### config.mk
export PLATFORM = sky130hd
export DESIGN_NAME = split_cla_adder
export DESIGN_NICKNAME = d
export VERILOG_FILES = /design/src/rtl/split_cla_pkg.sv /design/src/rtl/cla_half.sv /design/src/rtl/half_router.sv /design/src/rtl/half_compare.sv /design/src/rtl/split_cla_adder.sv
export SDC_FILE = /design/constraint.sdc
export NUM_CORES = 1
export LEC_CHECK = 0
export BUFFER_PORTS_ARGS = -buffer_cell sky130_fd_sc_hd__buf_2
export CAP_MARGIN = 5
export CORE_MARGIN = 2
export CORE_UTILIZATION = 58
export CTS_CLUSTER_DIAMETER = 50
export CTS_CLUSTER_SIZE = 14
export DETAILED_ROUTE_END_ITERATION = 7
export PLACE_DENSITY_LB_ADDON = 0.25
export RECOVER_POWER = 100
export SKIP_CTS_REPAIR_TIMING = 1
export SLEW_MARGIN = 20
export SYNTH_ARGS = -nofsm -noshare
export SYNTH_HDL_FRONTEND = slang
export SYNTH_SLANG_ARGS = --single-unit
### constraint.sdc
create_clock -name clk -period 6.55 [get_ports clk]
set_input_delay 0.3275 -clock clk [delete_from_list [all_inputs] [get_ports clk]]
set_output_delay 0.3275 -clock clk [all_outputs]
set_load 0.05 [all_outputs]
### src/rtl/split_cla_pkg.sv
package split_cla_pkg;
  typedef enum logic [1:0] {
    MODE_FULL  = 2'd0,
    MODE_XCHK  = 2'd1,
    MODE_DELAY = 2'd2,
    MODE_HALF  = 2'd3
  } add_mode_e;
endpackage

### src/rtl/cla_half.sv
module cla_half #(
  parameter int W  = 32,
  parameter int GW = 4
) (
  input  logic [W-1:0] a,
  input  logic [W-1:0] b,
  input  logic         ci,
  output logic [W-1:0] s,
  output logic         co
);
  localparam int NG = W / GW;

  logic [W-1:0]  gen, prp, carry;
  logic [NG-1:0] grp_g, grp_p;
  logic [NG:0]   grp_c;

  assign gen = a & b;
  assign prp = a ^ b;

  // group generate/propagate terms
  for (genvar k = 0; k < NG; k++) begin : g_grp
    logic [GW:0] cc;
    always_comb begin
      grp_g[k] = 1'b0;
      grp_p[k] = 1'b1;
      for (int j = 0; j < GW; j++) begin
        grp_g[k] = gen[k*GW+j] | (prp[k*GW+j] & grp_g[k]);
        grp_p[k] = grp_p[k] & prp[k*GW+j];
      end
    end
    always_comb begin
      cc[0] = grp_c[k];
      for (int j = 0; j < GW; j++)
        cc[j+1] = gen[k*GW+j] | (prp[k*GW+j] & cc[j]);
    end
    assign carry[k*GW +: GW] = cc[GW-1:0];
  end

  // lookahead across groups
  always_comb begin
    grp_c[0] = ci;
    for (int k = 0; k < NG; k++)
      grp_c[k+1] = grp_g[k] | (grp_p[k] & grp_c[k]);
  end

  assign s  = prp ^ carry;
  assign co = grp_c[NG];
endmodule

### src/rtl/half_router.sv
module half_router
  import split_cla_pkg::*;
#(
  parameter int HW = 32
) (
  input  add_mode_e         mode,
  input  logic              second,
  input  logic              sel_up,
  input  logic [2*HW-1:0]   a,
  input  logic [2*HW-1:0]   b,
  input  logic              ci,
  input  logic [HW-1:0]     hold_a,
  input  logic [HW-1:0]     hold_b,
  input  logic              hold_c,
  input  logic              lo_co,
  output logic [HW-1:0]     lo_a,
  output logic [HW-1:0]     lo_b,
  output logic              lo_ci,
  output logic [HW-1:0]     up_a,
  output logic [HW-1:0]     up_b,
  output logic              up_ci
);
  logic chain_en, up_ci_base;

  always_comb begin
    lo_a = '0; lo_b = '0; lo_ci = 1'b0;
    up_a = '0; up_b = '0; up_ci_base = 1'b0;
    chain_en = 1'b0;
    if (second) begin
      if (sel_up) begin
        up_a = hold_a; up_b = hold_b; up_ci_base = hold_c;
      end else begin
        lo_a = hold_a; lo_b = hold_b; lo_ci = hold_c;
      end
    end else begin
      unique case (mode)
        MODE_FULL: begin
          lo_a = a[HW-1:0];  lo_b = b[HW-1:0];  lo_ci = ci;
          up_a = a[2*HW-1:HW]; up_b = b[2*HW-1:HW];
          chain_en = 1'b1;
        end
        MODE_XCHK, MODE_DELAY: begin
          lo_a = a[HW-1:0]; lo_b = b[HW-1:0]; lo_ci = ci;
          up_a = a[HW-1:0]; up_b = b[HW-1:0]; up_ci_base = ci;
        end
        default: begin
          if (sel_up) begin
            up_a = a[HW-1:0]; up_b = b[HW-1:0]; up_ci_base = ci;
          end else begin
            lo_a = a[HW-1:0]; lo_b = b[HW-1:0]; lo_ci = ci;
          end
        end
      endcase
    end
  end

  assign up_ci = chain_en ? lo_co : up_ci_base;
endmodule

### src/rtl/half_compare.sv
module half_compare #(
  parameter int HW = 32
) (
  input  logic          clk,
  input  logic          rst_n,
  input  logic          chk_en,
  input  logic          dly_en,
  input  logic [HW-1:0] lo_s,
  input  logic [HW-1:0] up_s,
  input  logic          lo_c,
  input  logic          up_c,
  output logic          mis_static,
  output logic          mis_delay
);
  logic differ;
  assign differ = (lo_s != up_s) || (lo_c != up_c);

  always_ff @(posedge clk or negedge rst_n) begin
    if (!rst_n) begin
      mis_static <= 1'b0;
      mis_delay  <= 1'b0;
    end else begin
      mis_static <= chk_en & differ;
      mis_delay  <= dly_en & differ;
    end
  end
endmodule

### src/rtl/split_cla_adder.sv
module split_cla_adder
  import split_cla_pkg::*;
#(
  parameter int W  = 64,
  parameter int GW = 4
) (
  input  logic         clk,
  input  logic         rst_n,
  input  logic         in_valid,
  output logic         in_ready,
  input  logic [1:0]   in_mode,
  input  logic         in_spare_up,
  input  logic [W-1:0] in_a,
  input  logic [W-1:0] in_b,
  input  logic         in_cin,
  output logic         out_done,
  output logic [W-1:0] out_sum,
  output logic         out_cout,
  output logic         out_mis_static,
  output logic         out_mis_delay
);
  localparam int HW = W / 2;

  add_mode_e     mode;
  logic          take;
  logic          busy_q, sel_q, launched_q, hold_c_q;
  logic [HW-1:0] hold_a_q, hold_b_q, lo_sum_q;
  logic          done_q, cout_q, up_co_q, chk_q, dly_q;
  logic [W-1:0]  sum_q;

  logic [HW-1:0] lo_a, lo_b, up_a, up_b, lo_s, up_s;
  logic          lo_ci, up_ci, lo_co, up_co, sel_now;

  assign mode     = add_mode_e'(in_mode);
  assign in_ready = ~busy_q;
  assign take     = in_valid & in_ready;
  assign sel_now  = busy_q ? sel_q : in_spare_up;

  half_router #(.HW(HW)) u_router (
    .mode(mode), .second(busy_q), .sel_up(sel_now),
    .a(in_a), .b(in_b), .ci(in_cin),
    .hold_a(hold_a_q), .hold_b(hold_b_q), .hold_c(hold_c_q),
    .lo_co(lo_co),
    .lo_a(lo_a), .lo_b(lo_b), .lo_ci(lo_ci),
    .up_a(up_a), .up_b(up_b), .up_ci(up_ci)
  );

  cla_half #(.W(HW), .GW(GW)) u_lo (.a(lo_a), .b(lo_b), .ci(lo_ci), .s(lo_s), .co(lo_co));
  cla_half #(.W(HW), .GW(GW)) u_up (.a(up_a), .b(up_b), .ci(up_ci), .s(up_s), .co(up_co));

  always_ff @(posedge clk or negedge rst_n) begin
    if (!rst_n) begin
      busy_q <= 1'b0; sel_q <= 1'b0; launched_q <= 1'b0; hold_c_q <= 1'b0;
      hold_a_q <= '0; hold_b_q <= '0; lo_sum_q <= '0;
      done_q <= 1'b0; cout_q <= 1'b0; up_co_q <= 1'b0;
      chk_q <= 1'b0; dly_q <= 1'b0; sum_q <= '0;
    end else begin
      done_q <= 1'b0;
      chk_q  <= 1'b0;
      dly_q  <= 1'b0;
      if (busy_q) begin
        busy_q <= 1'b0;
        done_q <= 1'b1;
        sum_q  <= {sel_q ? up_s : lo_s, lo_sum_q};
        cout_q <= sel_q ? up_co : lo_co;
      end else if (take) begin
        launched_q <= 1'b0;
        unique case (mode)
          MODE_FULL: begin
            done_q <= 1'b1;
            sum_q  <= {up_s, lo_s};
            cout_q <= up_co;
          end
          MODE_XCHK: begin
            done_q  <= 1'b1;
            chk_q   <= 1'b1;
            sum_q   <= {up_s, lo_s};
            cout_q  <= lo_co;
            up_co_q <= up_co;
          end
          MODE_DELAY: begin
            if (!launched_q) begin
              launched_q <= 1'b1;
            end else begin
              done_q  <= 1'b1;
              dly_q   <= 1'b1;
              sum_q   <= {up_s, lo_s};
              cout_q  <= lo_co;
              up_co_q <= up_co;
            end
          end
          default: begin
            busy_q   <= 1'b1;
            sel_q    <= in_spare_up;
            hold_a_q <= in_a[W-1:HW];
            hold_b_q <= in_b[W-1:HW];
            hold_c_q <= in_spare_up ? up_co : lo_co;
            lo_sum_q <= in_spare_up ? up_s : lo_s;
          end
        endcase
      end
    end
  end

  half_compare #(.HW(HW)) u_cmp (
    .clk(clk), .rst_n(rst_n), .chk_en(chk_q), .dly_en(dly_q),
    .lo_s(sum_q[HW-1:0]), .up_s(sum_q[W-1:HW]),
    .lo_c(cout_q), .up_c(up_co_q),
    .mis_static(out_mis_static), .mis_delay(out_mis_delay)
  );

  assign out_done = done_q;
  assign out_sum  = sum_q;
  assign out_cout = cout_q;
endmodule

Yosys cells after proc, flatten, opt, wreduce, memory -nomap -nowiden
Cells that the tools add are included.
Widths: inputs -> output; s select.
- input bits: 135
- output and inout port bits: 69
- flip-flop bits (word level): 171
- reductions and logical operators: 14
- eq/ne operators: 6
- mux-type cells: 57
- bitwise logic cells: 283
- operators by type and width (kind ; count):
    $mux 32 ; 16
    $mux 64 ; 3
    $and 1x1->1 ; 163
    $pmux 32 s2 ; 2
    $pmux 64 s2 ; 1
    $xor 32x32->32 ; 4
    $or 1x1->1 ; 112
    $and 32x32->32 ; 2
    $ne 32x32->1 ; 1
    $mux 1 ; 31
    $reduce_and 3->1 ; 3
    $pmux 1 s2 ; 3
    $reduce_and 4->1 ; 1
    $reduce_bool 2->1 ; 2
    $reduce_bool 4->1 ; 1
    $reduce_or 2->1 ; 2
    $ne 3x3->1 const B ; 1
    $pmux 1 s3 ; 1
    $reduce_bool 3->1 ; 1
    $reduce_or 3->1 ; 1
    $eq 2x1->1 const B ; 1
    $eq 2x2->1 const B ; 1
    $logic_not 2->1 ; 1
    $ne 2x2->1 const B ; 1
    other kinds (4) ; 5

Logic depth before layout (Yosys ltp)
- depth after elaboration: 52
- gate-level depth with buffers: 23
- depth with buffers taken out: 21

Cells and area by module
From an unflattened synthesis, not the netlist that was laid out.
- cell total of the unflattened synthesis: 1226
- area, all modules: 13166.4 sq um
- by module, submodules not included (module ; sequential area each (sq um) ; area each (sq um) ; cells each ; instances):
    split_cla_adder ; 4229.1 ; 7778.7 ; 528 ; 1
    half_router ; 0.0 ; 2282.2 ; 387 ; 1
    cla_half (u_up) ; 0.0 ; 1337.5 ; 131 ; 1
    cla_half (u_lo) ; 0.0 ; 1333.8 ; 130 ; 1
    half_compare ; 50.0 ; 434.2 ; 50 ; 1

Least setup slack after synthesis
No wires, ideal clock.
- path type: register to register
- start: reg busy_q
- end: reg sum_q[59] (netlist: out_sum[59])
- path slack: 1158 ps
- stages on the path, launching flop included: 22
- clock period less this slack: 5392 ps
- arrival: 5255 ps
- path buffers: 3
- setup time: 137 ps
- cells stage by stage: dfrtp_1 > buf_4 > clkinv_1 > nor2_1 > buf_2 > buf_1 > a22o_1 > ha_1 > a211oi_1 > nor2_1 > a211o_4 > a31o_4 > nor2_1 > o21bai_1 > a21boi_1 > o21ai_0 > fa_1 > fa_1 > fa_1 > xor2_1 > o21ai_0 > a21oi_1
- elaborated cells between the ends (all ways): 210
- classes of those cells: eq/ne (1); mux (32); bitwise (174); reduce/logical (3)
- RTL lines (what ; line ; text):
    start: declaration ; split_cla_adder.sv:26 ; logic busy_q, sel_q, launched_q, hold_c_q;
    start signal: assignment ; split_cla_adder.sv:53 ; busy_q <= 1'b0; sel_q <= 1'b0; launched_q <= 1'b0; hold_c_q <= 1'b0;
    start signal: assignment ; split_cla_adder.sv:62 ; busy_q <= 1'b0;
    start signal: assignment ; split_cla_adder.sv:93 ; busy_q <= 1'b1;
    $not 1->1 (no source line) ; -- ;
    named net in_ready ; split_cla_adder.sv:10 ; output logic in_ready,
    $and 1x1->1 ; split_cla_adder.sv:36 ; assign take = in_valid & in_ready;
    $reduce_bool 2->1 (no source line) ; -- ;
    $reduce_and 3->1 (no source line) ; -- ;
    end signal: assignment ; split_cla_adder.sv:64 ; sum_q <= {sel_q ? up_s : lo_s, lo_sum_q};
    end signal: assignment ; split_cla_adder.sv:71 ; sum_q <= {up_s, lo_s};
    end signal: assignment ; split_cla_adder.sv:77 ; sum_q <= {up_s, lo_s};
    end: declaration ; split_cla_adder.sv:29 ; logic [W-1:0] sum_q;
The timed path passes the listed nets, and every way through them passes these cells. The select of a mux whose other input is x is not followed.
A chain may end at the register's enable or synchronous reset.

Final worst setup path
- start: reg busy_q
- end: reg lo_sum_q[27]
- cells in the longest elaborated chain, start to end: 47
- elaborated cells between the ends (all ways): 203
- classes of those cells: mux (28); bitwise (174); reduce/logical (1)
- RTL lines (what ; line ; text):
    $mux 1 ; split_cla_adder.sv:37 ; assign sel_now = busy_q ? sel_q : in_spare_up;
    $mux 32 ; half_router.sv:47 ; if (sel_up) begin
    $mux 32 ; half_router.sv:36 ; unique case (mode)
    $mux 32 ; half_router.sv:29 ; if (second) begin
    $xor 32x32->32 / $and 32x32->32 (equally long branches) ; cla_half.sv:18, cla_half.sv:17 ;
    $and 1x1->1 ; cla_half.sv:27 ; grp_g[k] = gen[k*GW+j] | (prp[k*GW+j] & grp_g[k]);
    $or 1x1->1 ; cla_half.sv:27 ;
    $and 1x1->1 ; cla_half.sv:27 ;
    (+31 left out) ; -- ;
    $and 1x1->1 ; cla_half.sv:34 ; cc[j+1] = gen[k*GW+j] | (prp[k*GW+j] & cc[j]);
    $or 1x1->1 ; cla_half.sv:34 ;
    $and 1x1->1 ; cla_half.sv:34 ;
    $or 1x1->1 ; cla_half.sv:34 ;
    $and 1x1->1 ; cla_half.sv:34 ;
    $or 1x1->1 ; cla_half.sv:34 ;
    $xor 32x32->32 ; cla_half.sv:46 ; assign s = prp ^ carry;
    $mux 32 ; split_cla_adder.sv:98 ; lo_sum_q <= in_spare_up ? up_s : lo_s;
    end signal: assignment ; split_cla_adder.sv:98 ;
    end: declaration ; split_cla_adder.sv:27 ; logic [HW-1:0] hold_a_q, hold_b_q, lo_sum_q;
Parallel ways exist; a longest one is shown, timed or not.

==> results by group <==
Die
  • Ports: 204
  • Die Y: 148 um
  • Core Region: 20,200 um2
  • Die Area: 21,800 um2
  • Row count: 52
  • Die W: 148 um
  • Initial core utilization: 59.2%

Clock network
  • Worst-path clk slew: 80 ps
  • CTS tree: built
  • H-tree levels: 4
  • Root buf cell: clkbuf_16
  • Clock sinks: between 150 and 200
  • CTS buffer count: 17
  • Maximum buffer depth of the clock tree: 2
  • Clk_lat worst skew: between 400 and 500 ps

Global route
  • Antenna violations before repair: 0
  • Pin count of the biggest net entering global routing: 99
  • Gr ovfl total: 0
  • Global Route Usage Sum: around 33%
  • Vias in the first global route: 10,240
  • Global-route wire length before repair: 56,000 um

Timing
  • Setup WS post-layout: 489 ps
  • Crit path time final: 6060 ps
  • Relative slew slack: -264%
  • Fin Hold WS: ~86 ps
  • Clock Skew: 15.7 ps
  • Final setup vio count: 0
  • Final Cycle Share: 92.5%
  • Final TNS setup: 0 ps
  • Unrepaired setup endpoints after global routing: no
  • FMAX: 165 MHz
  • Final hold vios: 0
  • Slew Viols, Final: 148
  • Slew @ Worst Pin: ~5500 ps

Synth
  • Synth Register Bits: 171
  • Adder-Cell Fraction of Synth Area: 15.2%
  • Cell Area, Synth: 12,000 um2
  • Ranking of synthesized cells by area: dfrtp_1 36%, nand2_1 9.5%, fa_1 8.0%
  • Syn nets: 1,657
  • Synth warnings: 0
  • Number of distinct library cells after synthesis: 51
  • Ys async rst share: 100%
  • Post-Synth Simple-Gate Area: 16.0%
  • Synth top area share: 35.7%
  • Synthesized area per cell: 8.53 um2
  • Area leader, netlist: dfrtp_1
  • Compound-Gate Fraction of Synth Area: 21.9%
  • Post-Synth XOR/XNOR Area: 3.58%
  • Ys flop type: dfrtp_1
  • Post-synthesis mux area share: 1.25%
  • Syn Inst Count: 1,405
  • Post-synthesis sequential area ratio: 35.7%
  • EDFF count, synth: 0
  • Largest family of logic cells by synthesized area: compound AO/OA/AOI/OAI gates

Final layout
  • FILL cells: about 1,700
  • Most frequent cells in the layout: 303 x nand2_1, 170 x dfrtp_1, 133 x buf_2, 114 x nor2_1, 112 x a21oi_1
  • Post-route design area: 13,700 um2
  • Layout cells sized above 1: about 13%
  • Area Overhead vs Synth: 14.2%
  • ANT cells: 0
  • Nets: 1,816
  • Core Util, Final: about two thirds
  • Most common cell after layout, fill and taps aside: nand2_1

Detailed routing
  • 1st-pass router iterations: 7
  • Vias/cell: 6.08
  • DR vias: 11,221
  • DRC viols: 0
  • 1st-iter DRT viols: between 1,500 and 2,000
  • Routed len/inst: 19.3 um
  • Antenna Violating Nets Remaining: 0
  • Routed wire length: 35,700 um

Pwr
  • PwrDens: 330 nW/um2
  • Worst vdd ir: 0.182 mV
  • P_leak: 6.93 nW

Setup path
  • WS Path Type: reg2reg
  • Delay of the slowest critical-path stage: around 650 ps
  • Worst R2R Setup Slack: 490 ps
  • Worst-path fanout max: 28
  • Worst Setup Start Kind: register
  • CP arrival: 6330 ps
  • Slowest stage cell, crit path: dfrtp_2
  • CP Cell Sequence: clkinv_1 > nand2_1 > nor2_4 > a222oi_1 > inv_1 > ha_1 > a21oi_1 > o21ai_0 > a221oi_1 > o31ai_1 > o21bai_1 > a21boi_1 > o21ai_0 > fa_1 > fa_1 > fa_1 > xor2_1 > a21oi_1 > o21ai_0
  • Crit. End Element: register
  • Required @ worst endpoint: 6820 ps

Placement
  • PortBufs: 203
  • Place WS: 461 ps
  • Routability cong.: approximately 1.0
  • Post-DP Area: approximately 13,000 um2
  • DP Wirelength: 26,700 um

Hold path
  • Hold Crit Class: in2reg

Run status
  • Failing checks: capacitance limit, slew limit
  • Status: finished, violations left

Flow run
  • Max-cap viol count: 2
[synthesized netlist by cell type (3+ instances only)]
cell type  count
xor2_1        35
ha_1          69
xnor2_1       14
nand2_1      303
mux2i_1       15
a222oi_1      64
a31oi_1        9
inv_1        111
nand3_1        5
nand2b_1       4
and2_1         4
dfrtp_1      171
a21oi_1      112
nor2b_1        3
fa_1          48
o21bai_1       5
nor2_1       119
a22o_1        48
and4_1         4
nor4_1         7
a22oi_1       16
buf_1         18
a211oi_1       5
o21ai_0       92
a221oi_1       3
o211ai_1       4
a21o_1        11
clkbuf_1      65
nand4_1       16
[registers in the layout, indices dropped and copies added, names as in the netlist]
register and count:
out_sum 64, hold_a_q 32, hold_b_q 32, lo_sum_q 32
busy_q 1, chk_q 1, dly_q 1, hold_c_q 1
launched_q 1, out_cout 1, out_done 1, sel_q 1
u_cmp.mis_delay 1, u_cmp.mis_static 1, up_co_q 1
[worst paths after layout]
kind | from | endpoint | cells after the start
min in group asynchronous | rst_n | hold_b_q[7] | 1
hold reg to reg | chk_q | u_cmp.mis_static | 1
setup / recovery | busy_q | lo_sum_q[27] | 19
max in group asynchronous | rst_n | busy_q | 2
hold / removal | in_b[39] | hold_b_q[7] | 3
setup reg to reg | busy_q | lo_sum_q[27] | 19
[kinds of logic after synthesis]
group	count (synthesis)
compound gates	381
xor+xnor	49
fa+ha+maj	117
buf+inv	198
flops	171
mux	15
simple gates	474
[report_power, final]
part / switching (mW) / leakage (nW) / internal (mW)
Combinational: 1.35 / 4.55 / 0.594
Sequential: 0.245 / 2.10 / 1.32
Clock: 0.497 / 0.276 / 0.509
Total: 2.09 / 6.93 / 2.43
[area by class of cell]
class	instances	area, um2	share of cell area [%]
timing repair buffer	226	1090	7.93
clock inverter	14	143	1.04
inverter	112	420	3.07
clock buffer	18	429	3.14
tap	270	338	2.47
multi-input combinational	1036	6990	51.1
sequential	171	4280	31.3
[per-layer routing]
layer	vias up	share of wire [%]	wire length, um	GRT usage (%)
met5	-	0	0	0
met4	0	2.0	701	7.98
met3	51	10	3720	6.30
met2	672	43	15400	48.0
met1	5298	44	15900	50.8
li1	5200	-	-	-
[critical path, delay by kind of cell, from the launching register on]
kind | cells | cell delay, ps
buf+inv | 2 | 430
flops | 1 | 650
simple gates | 2 | 470
xor+xnor | 1 | 180
compound gates | 10 | 2480
fa+ha+maj | 4 | 1640
[stage by stage]
stage | cells | power, mW
after floorplan | 1405 | 2.92
final | 1847 | 4.52
after global placement | 1815 | 3.50
after global routing | 1847 | 4.77
after CTS | 1847 | 4.55
after detailed placement | 1815 | 3.55
No activity file was read; power rests on OpenSTA's default activity.
